### src/rtl/cap_fe_pkg.sv
package cap_fe_pkg;

    typedef enum logic [1:0] {
        ST_OFF   = 2'd0,
        ST_DRIVE = 2'd1,
        ST_SENSE = 2'd2,
        ST_HOLD  = 2'd3
    } fe_state_e;

    localparam logic [1:0] DIR_DRIVE = 2'b00;
    localparam logic [1:0] DIR_OWN   = 2'b01;
    localparam logic [1:0] DIR_NBR   = 2'b10;
    localparam logic [1:0] DIR_TRIG  = 2'b11;

    localparam logic [1:0] EDGE_RISE = 2'b00;
    localparam logic [1:0] EDGE_FALL = 2'b01;
    localparam logic [1:0] EDGE_RSVD = 2'b10;
    localparam logic [1:0] EDGE_BOTH = 2'b11;

    localparam int NSRC = 3;

    typedef struct packed {
        logic       en;
        logic [1:0] dir;
        logic [1:0] edge_sel;
        logic [1:0] psc;
        logic       trig_ok;
    } fe_cfg_t;

endpackage

### src/rtl/cap_fe_sync.sv
module cap_fe_sync #(
    parameter int N      = 3,
    parameter int STAGES = 2
) (
    input  logic         clk,
    input  logic         rst_n,
    input  logic [N-1:0] raw,
    output logic [N-1:0] lvl,
    output logic [N-1:0] rise,
    output logic [N-1:0] fall
);

    localparam int LAST = STAGES;

    for (genvar g = 0; g < N; g++) begin : g_src
        logic [LAST:0] chain;

        always_ff @(posedge clk or negedge rst_n) begin
            if (!rst_n) begin
                chain <= '0;
            end else begin
                chain <= {chain[LAST-1:0], raw[g]};
            end
        end

        assign lvl[g]  = chain[LAST-1];
        assign rise[g] = chain[LAST-1] & ~chain[LAST];
        assign fall[g] = ~chain[LAST-1] & chain[LAST];

        // a level change yields a single-cycle edge pulse
        a_r5_single_rise: assert property (@(posedge clk) disable iff (!rst_n)
            rise[g] |=> !rise[g]);
        a_r5_single_fall: assert property (@(posedge clk) disable iff (!rst_n)
            fall[g] |=> !fall[g]);
    end

endmodule

### src/rtl/cap_fe_prescale.sv
module cap_fe_prescale #(
    parameter int PW = 2
) (
    input  logic          clk,
    input  logic          rst_n,
    input  logic          clr,
    input  logic          hit,
    input  logic [PW-1:0] psc,
    output logic          fire
);

    localparam int CW = (1 << PW) - 1;

    logic [CW-1:0] cnt;
    logic [CW-1:0] lim;

    assign lim  = CW'((32'd1 << psc) - 32'd1);
    assign fire = hit && !clr && (cnt >= lim);

    always_ff @(posedge clk or negedge rst_n) begin
        if (!rst_n) begin
            cnt <= '0;
        end else if (clr) begin
            cnt <= '0;
        end else if (hit) begin
            if (fire) begin
                cnt <= '0;
            end else begin
                cnt <= cnt + 1'b1;
            end
        end
    end

    // count is empty one cycle after a clear request
    a_r4_clear_empties: assert property (@(posedge clk) disable iff (!rst_n)
        clr |=> (cnt == '0));
    // a firing edge restarts the count
    a_r3_fire_restarts: assert property (@(posedge clk) disable iff (!rst_n)
        fire |=> (cnt == '0));

endmodule

### src/rtl/cap_fe_ctrl.sv
module cap_fe_ctrl
    import cap_fe_pkg::*;
(
    input  logic      clk,
    input  logic      rst_n,
    input  fe_cfg_t   cfg,
    output fe_cfg_t   cfg_q,
    output fe_state_e state,
    output logic      drive,
    output logic      sense,
    output logic      clr
);

    fe_state_e nxt;

    always_comb begin
        if (!cfg.en) begin
            nxt = ST_OFF;
        end else if (cfg.dir == DIR_DRIVE) begin
            nxt = ST_DRIVE;
        end else if ((cfg.edge_sel == EDGE_RSVD) ||
                     ((cfg.dir == DIR_TRIG) && !cfg.trig_ok)) begin
            nxt = ST_HOLD;
        end else begin
            nxt = ST_SENSE;
        end
    end

    always_ff @(posedge clk or negedge rst_n) begin
        if (!rst_n) begin
            state <= ST_OFF;
            cfg_q <= '0;
        end else begin
            state <= nxt;
            cfg_q <= cfg;
        end
    end

    always_comb begin
        drive = 1'b0;
        sense = 1'b0;
        clr   = 1'b0;
        unique case (state)
            ST_OFF:   clr   = 1'b1;
            ST_DRIVE: drive = 1'b1;
            ST_SENSE: sense = 1'b1;
            ST_HOLD:  ;
        endcase
    end

    // a disabled configuration always lands in ST_OFF
    a_r10_off_follows: assert property (@(posedge clk) disable iff (!rst_n)
        !cfg.en |=> (state == ST_OFF));

endmodule

### src/rtl/cap_channel_fe.sv
module cap_channel_fe
    import cap_fe_pkg::*;
#(
    parameter int CNT_W  = 16,
    parameter int SYNC_N = 2
) (
    input  logic             clk,
    input  logic             rst_n,
    input  logic             cfg_en,
    input  logic [1:0]       cfg_dir,
    input  logic [1:0]       cfg_edge,
    input  logic [1:0]       cfg_psc,
    input  logic             trig_sel_ok,
    input  logic             pin_own,
    input  logic             pin_nbr,
    input  logic             trig_in,
    input  logic             ref_wave,
    input  logic [CNT_W-1:0] cnt_val,
    input  logic             flag_clr,
    output logic             pin_out,
    output logic             ch_trig,
    output logic             cap_stb,
    output logic [CNT_W-1:0] cap_val,
    output logic             cap_flag,
    output logic             ovr_flag
);

    fe_cfg_t   cfg_in;
    fe_cfg_t   cfg_q;
    fe_state_e state;
    logic      drive;
    logic      sense;
    logic      clr;

    logic [NSRC-1:0] raw;
    logic [NSRC-1:0] lvl;
    logic [NSRC-1:0] rise;
    logic [NSRC-1:0] fall;

    logic sel_lvl;
    logic sel_rise;
    logic sel_fall;
    logic hit;
    logic fire;

    assign cfg_in = '{en: cfg_en, dir: cfg_dir, edge_sel: cfg_edge,
                      psc: cfg_psc, trig_ok: trig_sel_ok};
    assign raw    = {trig_in, pin_nbr, pin_own};

    cap_fe_ctrl u_ctrl (
        .clk   (clk),
        .rst_n (rst_n),
        .cfg   (cfg_in),
        .cfg_q (cfg_q),
        .state (state),
        .drive (drive),
        .sense (sense),
        .clr   (clr)
    );

    cap_fe_sync #(.N(NSRC), .STAGES(SYNC_N)) u_sync (
        .clk   (clk),
        .rst_n (rst_n),
        .raw   (raw),
        .lvl   (lvl),
        .rise  (rise),
        .fall  (fall)
    );

    always_comb begin
        case (cfg_q.dir)
            DIR_NBR: begin
                sel_lvl  = lvl[1];
                sel_rise = rise[1];
                sel_fall = fall[1];
            end
            DIR_TRIG: begin
                sel_lvl  = lvl[2];
                sel_rise = rise[2];
                sel_fall = fall[2];
            end
            default: begin
                sel_lvl  = lvl[0];
                sel_rise = rise[0];
                sel_fall = fall[0];
            end
        endcase
    end

    always_comb begin
        hit = 1'b0;
        if (sense) begin
            case (cfg_q.edge_sel)
                EDGE_RISE: hit = sel_rise;
                EDGE_FALL: hit = sel_fall;
                EDGE_BOTH: hit = sel_rise | sel_fall;
                default:   hit = 1'b0;
            endcase
        end
    end

    cap_fe_prescale #(.PW(2)) u_psc (
        .clk   (clk),
        .rst_n (rst_n),
        .clr   (clr),
        .hit   (hit),
        .psc   (cfg_q.psc),
        .fire  (fire)
    );

    assign pin_out = drive & (ref_wave ^ cfg_q.edge_sel[0]);
    assign ch_trig = sense & (sel_lvl ^ (cfg_q.edge_sel == EDGE_FALL));

    always_ff @(posedge clk or negedge rst_n) begin
        if (!rst_n) begin
            cap_stb  <= 1'b0;
            cap_val  <= '0;
            cap_flag <= 1'b0;
            ovr_flag <= 1'b0;
        end else begin
            cap_stb  <= fire;
            if (fire) begin
                cap_val <= cnt_val;
            end
            cap_flag <= fire | (cap_flag & ~flag_clr);
            ovr_flag <= (ovr_flag & ~flag_clr) | (fire & cap_flag & ~flag_clr);
        end
    end

    // a strobe always comes with the capture flag set
    a_r7_flag_with_strobe: assert property (@(posedge clk) disable iff (!rst_n)
        cap_stb |-> cap_flag);
    // overcapture rises only on a strobe over an already set flag
    a_r7_ovr_cause: assert property (@(posedge clk) disable iff (!rst_n)
        $rose(ovr_flag) |-> (cap_stb && $past(cap_flag)));
    // a held channel produces no strobe
    a_r2_hold_quiet: assert property (@(posedge clk) disable iff (!rst_n)
        (state == ST_HOLD) |=> !cap_stb);
    // a disabled channel drives 0
    a_r8_off_low: assert property (@(posedge clk) disable iff (!rst_n)
        $past(!cfg_en) |-> !pin_out);
    // no strobe two edges after a disabled configuration
    a_r10_off_no_cap: assert property (@(posedge clk) disable iff (!rst_n)
        $past(!cfg_en, 2) |-> !cap_stb);

endmodule

### config.mk
export PLATFORM = sky130hd
export DESIGN_NAME = cap_channel_fe
export DESIGN_NICKNAME = d
export VERILOG_FILES = /design/src/rtl/cap_fe_pkg.sv /design/src/rtl/cap_fe_sync.sv /design/src/rtl/cap_fe_prescale.sv /design/src/rtl/cap_fe_ctrl.sv /design/src/rtl/cap_channel_fe.sv
export SDC_FILE = /design/constraint.sdc
export NUM_CORES = 1
export LEC_CHECK = 0
export BUFFER_PORTS_ARGS = -buffer_cell sky130_fd_sc_hd__buf_2
export CAP_MARGIN = 20
export CORE_ASPECT_RATIO = 1.1
export CORE_MARGIN = 5
export CORE_UTILIZATION = 49
export DETAILED_ROUTE_END_ITERATION = 10
export GPL_TIMING_DRIVEN = 0
export PLACE_DENSITY = 0.86
export SYNTH_ARGS = -nofsm -noshare
export SYNTH_HDL_FRONTEND = slang
export SYNTH_SLANG_ARGS = --single-unit
export TNS_END_PERCENT = 30
### constraint.sdc
create_clock -name clk -period 3 [get_ports clk]
set_input_delay 0.15 -clock clk [delete_from_list [all_inputs] [get_ports clk]]
set_output_delay 0.15 -clock clk [all_outputs]
set_load 0.03 [all_outputs]
### Word-level counts from Yosys, hierarchy flattened

Cells that the tools add are included.
Widths: inputs -> output; s select.

| cells by class | value |
|---|---|
| $add $sub $neg | 2 |
| $mul | 0 |
| divide/modulo/power cells | 0 |
| magnitude comparators | 1 |
| equal/unequal tests | 8 |
| shift-type cells | 1 |
| multiplexer cells | 14 |
| bitwise gates (word level) | 24 |
| reductions and logical operators | 10 |

Operators by type and width:

| kind | count |
|---|---|
| $and 1x1->1 | 12 |
| $eq 2x2->1 const B | 6 |
| $mux 3 | 3 |
| $not 1->1 | 7 |
| $logic_not 2->1 | 3 |
| $pmux 1 s2 | 3 |
| $mux 1 | 5 |
| $eq 2x1->1 const B | 2 |
| $mux 2 | 2 |
| $add 3x1->3 const B | 1 |
| $ge 3x3->1 | 1 |
| $logic_and 1x1->1 | 3 |
| $or 1x1->1 | 3 |
| $pmux 1 s3 | 1 |
| $shl 1x2->3 const A | 1 |
| $sub 3x1->3 const B | 1 |
| $logic_not 1->1 | 2 |
| $reduce_bool 2->1 | 1 |
| $xor 1x1->1 | 2 |
| $logic_or 1x1->1 | 1 |

| storage, ports and cells | value |
|---|---|
| register bits | 39 |
| bits in latches | 0 |
| bits in writable memories | 0 |
| ROM bits | 0 |
| bits of input ports | 31 |
| output and inout bits | 21 |
| word-level logic and storage cells | 72 |
| memories kept | 0 |

### Logic depth before layout (Yosys ltp)

Gate-level depths: netlist (run 1).

| depth | value |
|---|---|
| word-level depth | 11 |
| depth in mapped cells | 7 |
| mapped depth without buffers | 6 |

### Modules after synthesis

Synthesis (run 1) repeated with hierarchy kept, for this count alone.

| unflattened totals | value |
|---|---|
| cells, all modules | 122 |
| area total of the unflattened synthesis | 1642.8 um^2 |

Modules (own cells, without submodules):

| module | times used | cells an instance | area each (um^2) | sequential area each (um^2) |
|---|---|---|---|---|
| cap_channel_fe | 1 | 58 | 807.0 | 475.5 |
| cap_fe_ctrl | 1 | 18 | 300.3 | 250.2 |
| cap_fe_sync | 1 | 18 | 285.3 | 225.2 |
| cap_fe_prescale | 1 | 28 | 250.2 | 75.1 |

### Worst setup path after synthesis (run 1)

OpenSTA, ideal clock, no wires.

| path | value |
|---|---|
| path type | register to register |
| start | register u_ctrl.cfg_q[2] (netlist name) |
| end | register cap_val[0] |
| data arrival time | 2.097 ns |
| required time | 2.875 ns |
| setup slack | 0.778 ns |
| stages on the path, launching flop included | 8 |
| buffers on the path | 1 |
| period minus slack after synthesis | 2.222 ns |
| cells stage by stage | dfrtp_1 > or2_2 > ha_1 > nor2b_1 > o21a_1 > a211oi_4 > buf_6 > mux2_4 |

| between the ends | value |
|---|---|
| longest elaborated chain between the ends | 4 |

Ends and longest elaborated chain:

| item | RTL line | text |
|---|---|---|
| $shl 1x2->3 | cap_fe_prescale.sv:17 | `assign lim = CW'((32'd1 << psc) - 32'd1);` |
| $sub 3x1->3 | cap_fe_prescale.sv:17 |  |
| $ge 3x3->1 | cap_fe_prescale.sv:18 | `assign fire = hit && !clr && (cnt >= lim);` |
| $logic_and 1x1->1 | cap_fe_prescale.sv:18 |  |
| via fire | cap_channel_fe.sv:44 | `logic fire;` |
| to (signal assigned) | cap_channel_fe.sv:123 | `cap_val <= cnt_val;` |
| to (decl) | cap_channel_fe.sv:23 | `output logic [CNT_W-1:0] cap_val,` |

The timed path passes the listed nets, and every way through them passes these cells.
A chain may end at the register's enable or synchronous reset.

### Worst setup path in the final report (run 1)

| path | value |
|---|---|
| start | register u_ctrl.cfg_q[2] (netlist name) |
| end | register cap_val[14] |

| between the ends | value |
|---|---|
| longest elaborated chain between the ends | 4 |

Ends and longest elaborated chain:

| item | RTL line |
|---|---|
| $shl 1x2->3 | cap_fe_prescale.sv:17 |
| $sub 3x1->3 | cap_fe_prescale.sv:17 |
| $ge 3x3->1 | cap_fe_prescale.sv:18 |
| $logic_and 1x1->1 | cap_fe_prescale.sv:18 |
| via fire | cap_channel_fe.sv:44 |

The timed path passes the listed nets, and every way through them passes these cells.

==> results of run 1 <==
==> per-stage QoR <==
step           instance area, um^2  power (mW)  setup slack [ns]  utilization [%]
4_1_cts                       2080        1.29             0.573             63.4
2_1_floorplan                 1630       0.903             0.778                -
6_report                      2080        1.28             0.578             63.4
3_3_place_gp                  1930        1.01             0.641             58.8
5_1_grt                       2080        1.35             0.437             63.4
3_5_place_dp                  1930        1.03             0.587             58.8
==> path summary, 6_finish.rpt <==
path,from,endpoint,slack (ns),cells after the start
hold reg to reg,u_sync.g_src[0].chain[0]$_DFF_PN0_,u_sync.g_src[0].chain[1]$_DFF_PN0_,0.36,0
max in group asynchronous,rst_n,u_sync.g_src[1].chain[1]$_DFF_PN0_,2.02,2
min in group asynchronous,rst_n,cap_val[15]$_DFFE_PN0P_,0.45,2
setup reg to reg,u_ctrl.cfg_q[2]$_DFF_PN0_,cap_val[14]$_DFFE_PN0P_,0.58,7
setup / recovery,u_ctrl.cfg_q[2]$_DFF_PN0_,cap_val[14]$_DFFE_PN0P_,0.58,7
hold / removal,cnt_val[15],cap_val[15]$_DFFE_PN0P_,0.03,2
==> registers in the layout, summed over array words and instances (netlist names) <==
register and count:
cap_val 16, u_sync.g_src.chain 9, u_ctrl.cfg_q 6, u_psc.cnt 3, u_ctrl.state 2, cap_flag 1
cap_stb 1, ovr_flag 1
==> area by class of cell <==
type / instances / area, um^2 / area share [%]
timing repair buffer: 61 / 355 / 17.1
clock inverter: 1 / 5.00 / 0.241
inverter: 5 / 18.8 / 0.904
multi-input combinational: 68 / 621 / 29.9
tap: 36 / 45.0 / 2.17
sequential: 39 / 976 / 47.0
buffer: 1 / 11.3 / 0.542
clock buffer: 7 / 45.0 / 2.17
==> cells in the mapped netlist, drive strengths merged <==
master   number  area [um^2]
nand2         5         18.8
ha            4         50.1
o31ai         2         25.0
nand4b        1         8.76
a311o         1         10.0
nor3b         3         22.5
a2111oi       3         26.3
nand2b        2         12.5
a211oi        1         20.0
o21a          4         30.0
a31oi         1         6.26
nor2          3         11.3
a21oi         2         10.0
buf           1         11.3
and4b         2         20.0
nor2b         2         12.5
and2          1         6.26
o211ai        1         7.51
and4bb        2         25.0
o21bai        1         7.51
o22ai         1         6.26
nand3b        1         7.51
or2           1         6.26
nand4         1         6.26
a21o          1         7.51
inv           5         18.8
mux2         16          210
xnor2         3         26.3
mux2i         1         10.0
o21ai         2         10.0
dfrtp        39          976
==> repair_timing <==
| item | in CTS | in global routing |
|---|---|---|
| hold endpoints to repair | 48 | 0 |
| setup endpoints to repair | 0 | 0 |
| hold buffers | 10 | 0 |
==> power groups by stage <==
stage               Combinational (mW)  Clock [mW]  Sequential (mW)
CTS                              0.382       0.259            0.652
global route                     0.401       0.284            0.661
global placement                 0.361           0            0.654
detailed placement               0.370           0            0.660
floorplan                        0.115           0            0.788
finish                           0.377       0.250            0.649
==> cells by family after synthesis <==
logic type	count (synthesis)	share of synthesized area [%]
AOI/OAI and AO/OA	20	10.2
muxes	17	13.5
xor gates and xnor gates	3	1.62
adders and majority gates	4	3.08
and+or+nand+nor	24	9.69
DFF	39	60.0
buffers and inverters	6	1.85
==> worst reg2reg max path: stages, from the launching register on <==
cell and delay [ns]:
dfrtp_1 0.40, or2_2 0.30, ha_1 0.27, nor2b_1 0.05, o21a_1 0.24, a211oi_4 0.49, buf_6 0.25, mux2_4 0.31
==> routing by layer <==
metal  vias to the layer above  GRT usage [%]  wire length [um]
li1                        548              -                 -
met5                         -              0                 0
met3                         7           5.31               174
met2                        29           27.2              1790
met1                       551           18.2              1240
met4                         0           6.34                57
==> flow_metrics.py, run 1 <==
metrics = {
    "floorplan": {
        "core_area_um2": 3280,
        "die_area_um2": 4570,
        "fp.dieH_um": 70.4,
        "row_count": 22,
        "initial_core_util_pct": 49.7,
        "pin_count": 52,
        "die_w_um": 64.9,
    },
    "global_route": {
        "grt_antenna_before_repair": 0,
        "first_global_vias": 1164,
        "grt_overflow": 0,
        "grt_use_total_pct": 15.9,
        "grt_max_degree": 40,
        "grt_pass1_wl_mm": 5.51,
    },
    "sta": {
        "layout_min_cycle_time_ns": 2.42,
        "fin_worst_skew_ns": 0.00672,
        "slew_viol_final": 0,
        "rsz0062_at_grt": "false",
        "setup_viol": 0,
        "whs_ns": 0.0334,
        "worst_pin_slew_ns": 0.848,
        "max_slew_margin_pct": 43.5,
        "hold_viol": 0,
        "clock.fmax_mhz": 413,
        "timing.setup.tns_ns": 0,
        "finalCritPeriodShare_pct": 80.7,
    },
    "drt": {
        "drtPass1Iterations": 4,
        "route.detailed.drc": 0,
        "drt_iter0_drc": 15,
        "wl_per_cell_um": 15.0,
        "num_vias": 1135,
        "ant_nets": 0,
        "viasPerCell": 5.21,
        "wl_mm": 3.26,
    },
    "status": {
        "status": "complete, no violations",
    },
    "finish": {
        "synthToLayoutAreaGrowth_pct": 27.7,
        "layout.cells.non_filler": 218,
        "finalNetCount": 216,
        "fill_cells": 242,
        "final_common_cell": "buf_2",
        "antenna_cells": 0,
        "final_cell_mix": "buf_2 (51), dfrtp_1 (39), dlygate4sd3_1 (10)",
        "drive_gt1_share_pct": 42.9,
    },
    "logic_synthesis": {
        "syn_area_um2": 1630,
        "yosysWarnings": 0,
        "synth_cells": 113,
        "synth_seq_cells": 39,
        "synth_nets": 148,
        "yosys.cell_types.count": 32,
        "synth_area_per_cell_um2": 14.4,
        "ys_seq_area_share_pct": 60.0,
    },
    "power": {
        "p_switching_uw": 428,
        "powerDensity_nw_per_um2": 615,
        "power_frac_comb_pct": 29.6,
        "sequentialPowerShare_pct": 50.9,
        "switching_share_pct": 33.6,
        "ir_worst_vdd_mv": 0.429,
        "p_int_uw": 848,
        "cellLeakagePower_nw": 1.04,
        "clkPwrFrac_pct": 19.6,
    },
    "clock_network": {
        "clk_path_buf_depth": 2,
        "cts_setup_buffers": 0,
        "cts_max_level": 2,
        "path_clk_slew_ns": 0.11,
        "cts_buffers": 5,
        "insertion_delay_ns": 0.34,
        "cts.sinks": 39,
        "cts_resized": 0,
        "ctsRootBufferMaster": "clkbuf_4",
        "cts_tree": "done",
    },
    "run": {
        "drv_cap": 0,
    },
    "place": {
        "gp_congestion": 0.742,
        "placedCellCount": 200,
        "io_buffers": 51,
        "dp_hpwl_mm": 2.38,
    },
    "setup_path": {
        "cp_max_fo": 10,
        "cp.arrival_ns": 2.65,
        "worstPathRequired_ns": 3.23,
        "slowest_delay_ns": 0.49,
        "slowest_stage": "a211oi_4",
        "cp-end-kind": "register",
        "crit_buf_inv": 1,
        "worstPathCellList": "or2_2 -> ha_1 -> nor2b_1 -> o21a_1 -> a211oi_4 -> buf_6 -> mux2_4",
        "crit_type": "reg -> reg",
        "startpoint_type": "register",
        "cp_top_family": "compound AO/OA/AOI/OAI gates",
    },
    "min_path": {
        "hold_path.class": "in -> reg",
    },
}
Note: power is estimated with default switching activity, not from simulation.
==> inputs of run 2 (changes only) <==
- clock period: 3 -> 2.4 ns (I/O delays scaled with it)
==> run 2 against run 1 <==
- via count increased by 5.0%
- register-to-register slack got worse by 0.44 ns
- first-iteration DRC count increased by 13%
- clock power increased by 27%
- non-clock buffer count increased by 17
- sequential power increased by 26%
- die area unchanged
- clock-buffer cell count unchanged
- cell area increased by 7.7%
- combinational power increased by 31%
- maximum frequency increased by 7.1%
- sequential share of layout area decreased by 3.4 points
- highest routed layer unchanged
==> flow_metrics.py, run 2 (synthesized netlist as in run 1, its figures left out) <==
metrics = {
    "power": {
        "power_frac_comb_pct": 30.4,
        "cellLeakagePower_nw": 1.12,
        "p_switching_uw": 551,
        "powerDensity_nw_per_um2": 727,
        "switching_share_pct": 33.9,
        "p_int_mw": 1.07,
        "sequentialPowerShare_pct": 50.1,
        "ir_worst_vdd_mv": 0.543,
        "clkPwrFrac_pct": 19.5,
    },
    "setup_path": {
        "worstReg2RegStart": "u_ctrl.cfg_q[2]$_DFF_PN0_",
        "cp-end-kind": "register",
        "startpoint_type": "register",
        "slowest_stage": "dfrtp_1",
        "startpoint": "u_ctrl.cfg_q[2]$_DFF_PN0_",
        "cp_max_fo": 5,
        "cp.arrival_ns": 2.50,
        "worstPathRequired_ns": 2.64,
        "crit_type": "reg -> reg",
        "slowest_delay_ns": 0.40,
        "worstPathCellList": "or2_2 -> ha_1 -> nor2b_1 -> o21a_1 -> a211oi_4 -> buf_4 -> mux2_2",
    },
    "floorplan": {
        "die_w_um": 64.9,
        "initial_core_util_pct": 49.7,
        "row_count": 22,
        "die_area_um2": 4570,
        "pin_count": 52,
        "core_area_um2": 3280,
        "fp.dieH_um": 70.4,
    },
    "sta": {
        "fin_worst_skew_ns": 0.00925,
        "max_slew_margin_pct": 43.3,
        "whs_ns": 0.0139,
        "rsz0062_at_grt": "false",
        "finalCritPeriodShare_pct": 94.2,
        "slew_viol_final": 0,
        "hold_viol": 0,
        "setup_viol": 0,
        "layout_min_cycle_time_ns": 2.26,
        "clock.fmax_mhz": 442,
        "worst_pin_slew_ns": 0.850,
    },
    "drt": {
        "ant_nets": 0,
        "route.detailed.drc": 0,
        "drt_iter0_drc": 17,
        "viasPerCell": 5.07,
        "drtPass1Iterations": 4,
        "wl_mm": 3.59,
        "wl_per_cell_um": 15.3,
        "num_vias": 1192,
    },
    "global_route": {
        "grt_max_degree": 40,
        "grt_overflow": 0,
        "grt_use_total_pct": 16.9,
        "first_global_vias": 1190,
        "grt_pass1_wl_mm": 5.80,
        "grt_antenna_before_repair": 0,
    },
    "min_path": {
        "hp-start": "cnt_val[6]",
        "hold_path.class": "in -> reg",
    },
    "finish": {
        "largest_register": "cap_val",
        "reg_top3": "cap_val: 16 flops, u_sync.g_src.chain: 9 flops, u_ctrl.cfg_q: 6 flops",
        "largest_reg_flops": 16,
        "final_common_cell": "buf_2",
        "fin_util_pct": 68.3,
        "antenna_cells": 0,
        "final_cell_mix": "buf_2 (51), dfrtp_1 (39), dlygate4sd3_1 (23)",
        "finalNetCount": 233,
        "drive_gt1_share_pct": 41.2,
        "synthToLayoutAreaGrowth_pct": 37.5,
    },
    "clock_network": {
        "path_clk_slew_ns": 0.11,
        "ctsRootBufferMaster": "clkbuf_4",
        "insertion_delay_ns": 0.35,
        "cts.sinks": 39,
        "cts_buffers": 5,
        "cts_tree": "done",
        "cts_max_level": 2,
        "clk_path_buf_depth": 2,
    },
    "place": {
        "dp_hpwl_mm": 2.38,
        "io_buffers": 51,
        "gp_congestion": 0.742,
    },
    "status": {
        "status": "complete, no violations",
    },
    "run": {
        "drv_cap": 0,
    },
}
[run 2: metrics by stage]
| stage | setup WS (ns) | cell area [um^2] | cells | setup TNS (ns) | power, mW |
|---|---|---|---|---|---|
| 2_1_floorplan | 0.178 | 1630 | 113 | 0 | 1.13 |
| 3_3_place_gp | 0.0407 | 1930 | 200 | 0 | 1.27 |
| 3_5_place_dp | -0.0126 | 1930 | 200 | -0.0416 | 1.29 |
| 4_1_cts | 0.0260 | 2160 | 226 | 0 | 1.63 |
| 5_1_grt | 0.0386 | 2240 | 235 | 0 | 1.71 |
| 6_report | 0.140 | 2240 | 235 | 0 | 1.63 |
[run 2: power by group through the flow]
stage	combinational, mW	clock, mW	sequential, mW
6_report	0.494	0.318	0.815
4_1_cts	0.488	0.324	0.815
2_1_floorplan	0.144	0	0.985
3_5_place_dp	0.463	0	0.825
5_1_grt	0.525	0.358	0.829
3_3_place_gp	0.451	0	0.818
[run 2: repair_timing]
| item | CTS | global route |
|---|---|---|
| resized for setup | 0 | 0 |
| hold buffers | 18 | 5 |
| buffers inserted | 0 | 4 |
| pin swaps | 1 | 1 |
| hold endpoints to repair | 56 | 6 |
| setup endpoints to repair | 8 | 8 |
[run 2: per-layer routing]
layer | global-route usage, % | vias to the layer above | share of wire (%)
met1 | 19.5 | 575 | 39
met5 | 0 | - | 0
met3 | 5.31 | 6 | 5.4
li1 | - | 582 | -
met2 | 28.7 | 29 | 54
met4 | 6.34 | 0 | 1.4
[run 2: path summary, 6_finish.rpt]
check                                                     endpoint  slack [ns]  depth (start not counted)
worst max-delay path                        cap_val[6]$_DFFE_PN0P_        0.14                          7
worst min-delay path                        cap_val[6]$_DFFE_PN0P_        0.01                          2
worst max register to register              cap_val[6]$_DFFE_PN0P_        0.14                          7
worst min register to register  u_sync.g_src[0].chain[1]$_DFF_PN0_        0.36                          0
max in group asynchronous       u_sync.g_src[0].chain[1]$_DFF_PN0_        1.46                          2
min in group asynchronous                  cap_val[15]$_DFFE_PN0P_        0.40                          2
[run 2: layout make-up]
| cell class | count | area (um^2) |
|---|---|---|
| multi-input cells | 68 | 621 |
| flip-flops and latches | 39 | 976 |
| clock buffers | 7 | 45.0 |
| inverters | 5 | 18.8 |
| well taps | 36 | 45.0 |
| fillers | 215 | 1040 |
| clock inverters | 1 | 5.00 |
| plain buffers | 1 | 11.3 |
| repair buffers | 78 | 515 |
[run 2: critical path, delay by kind of cell, from the launching register on]
kind / cells / cell delay [ns]
buffers and inverters: 1 / 0.21
multiplexers: 1 / 0.33
AND/OR/NAND/NOR: 2 / 0.35
AO/OA/AOI/OAI: 2 / 0.58
flip-flops: 1 / 0.40
adder cells (fa/ha/maj): 1 / 0.27
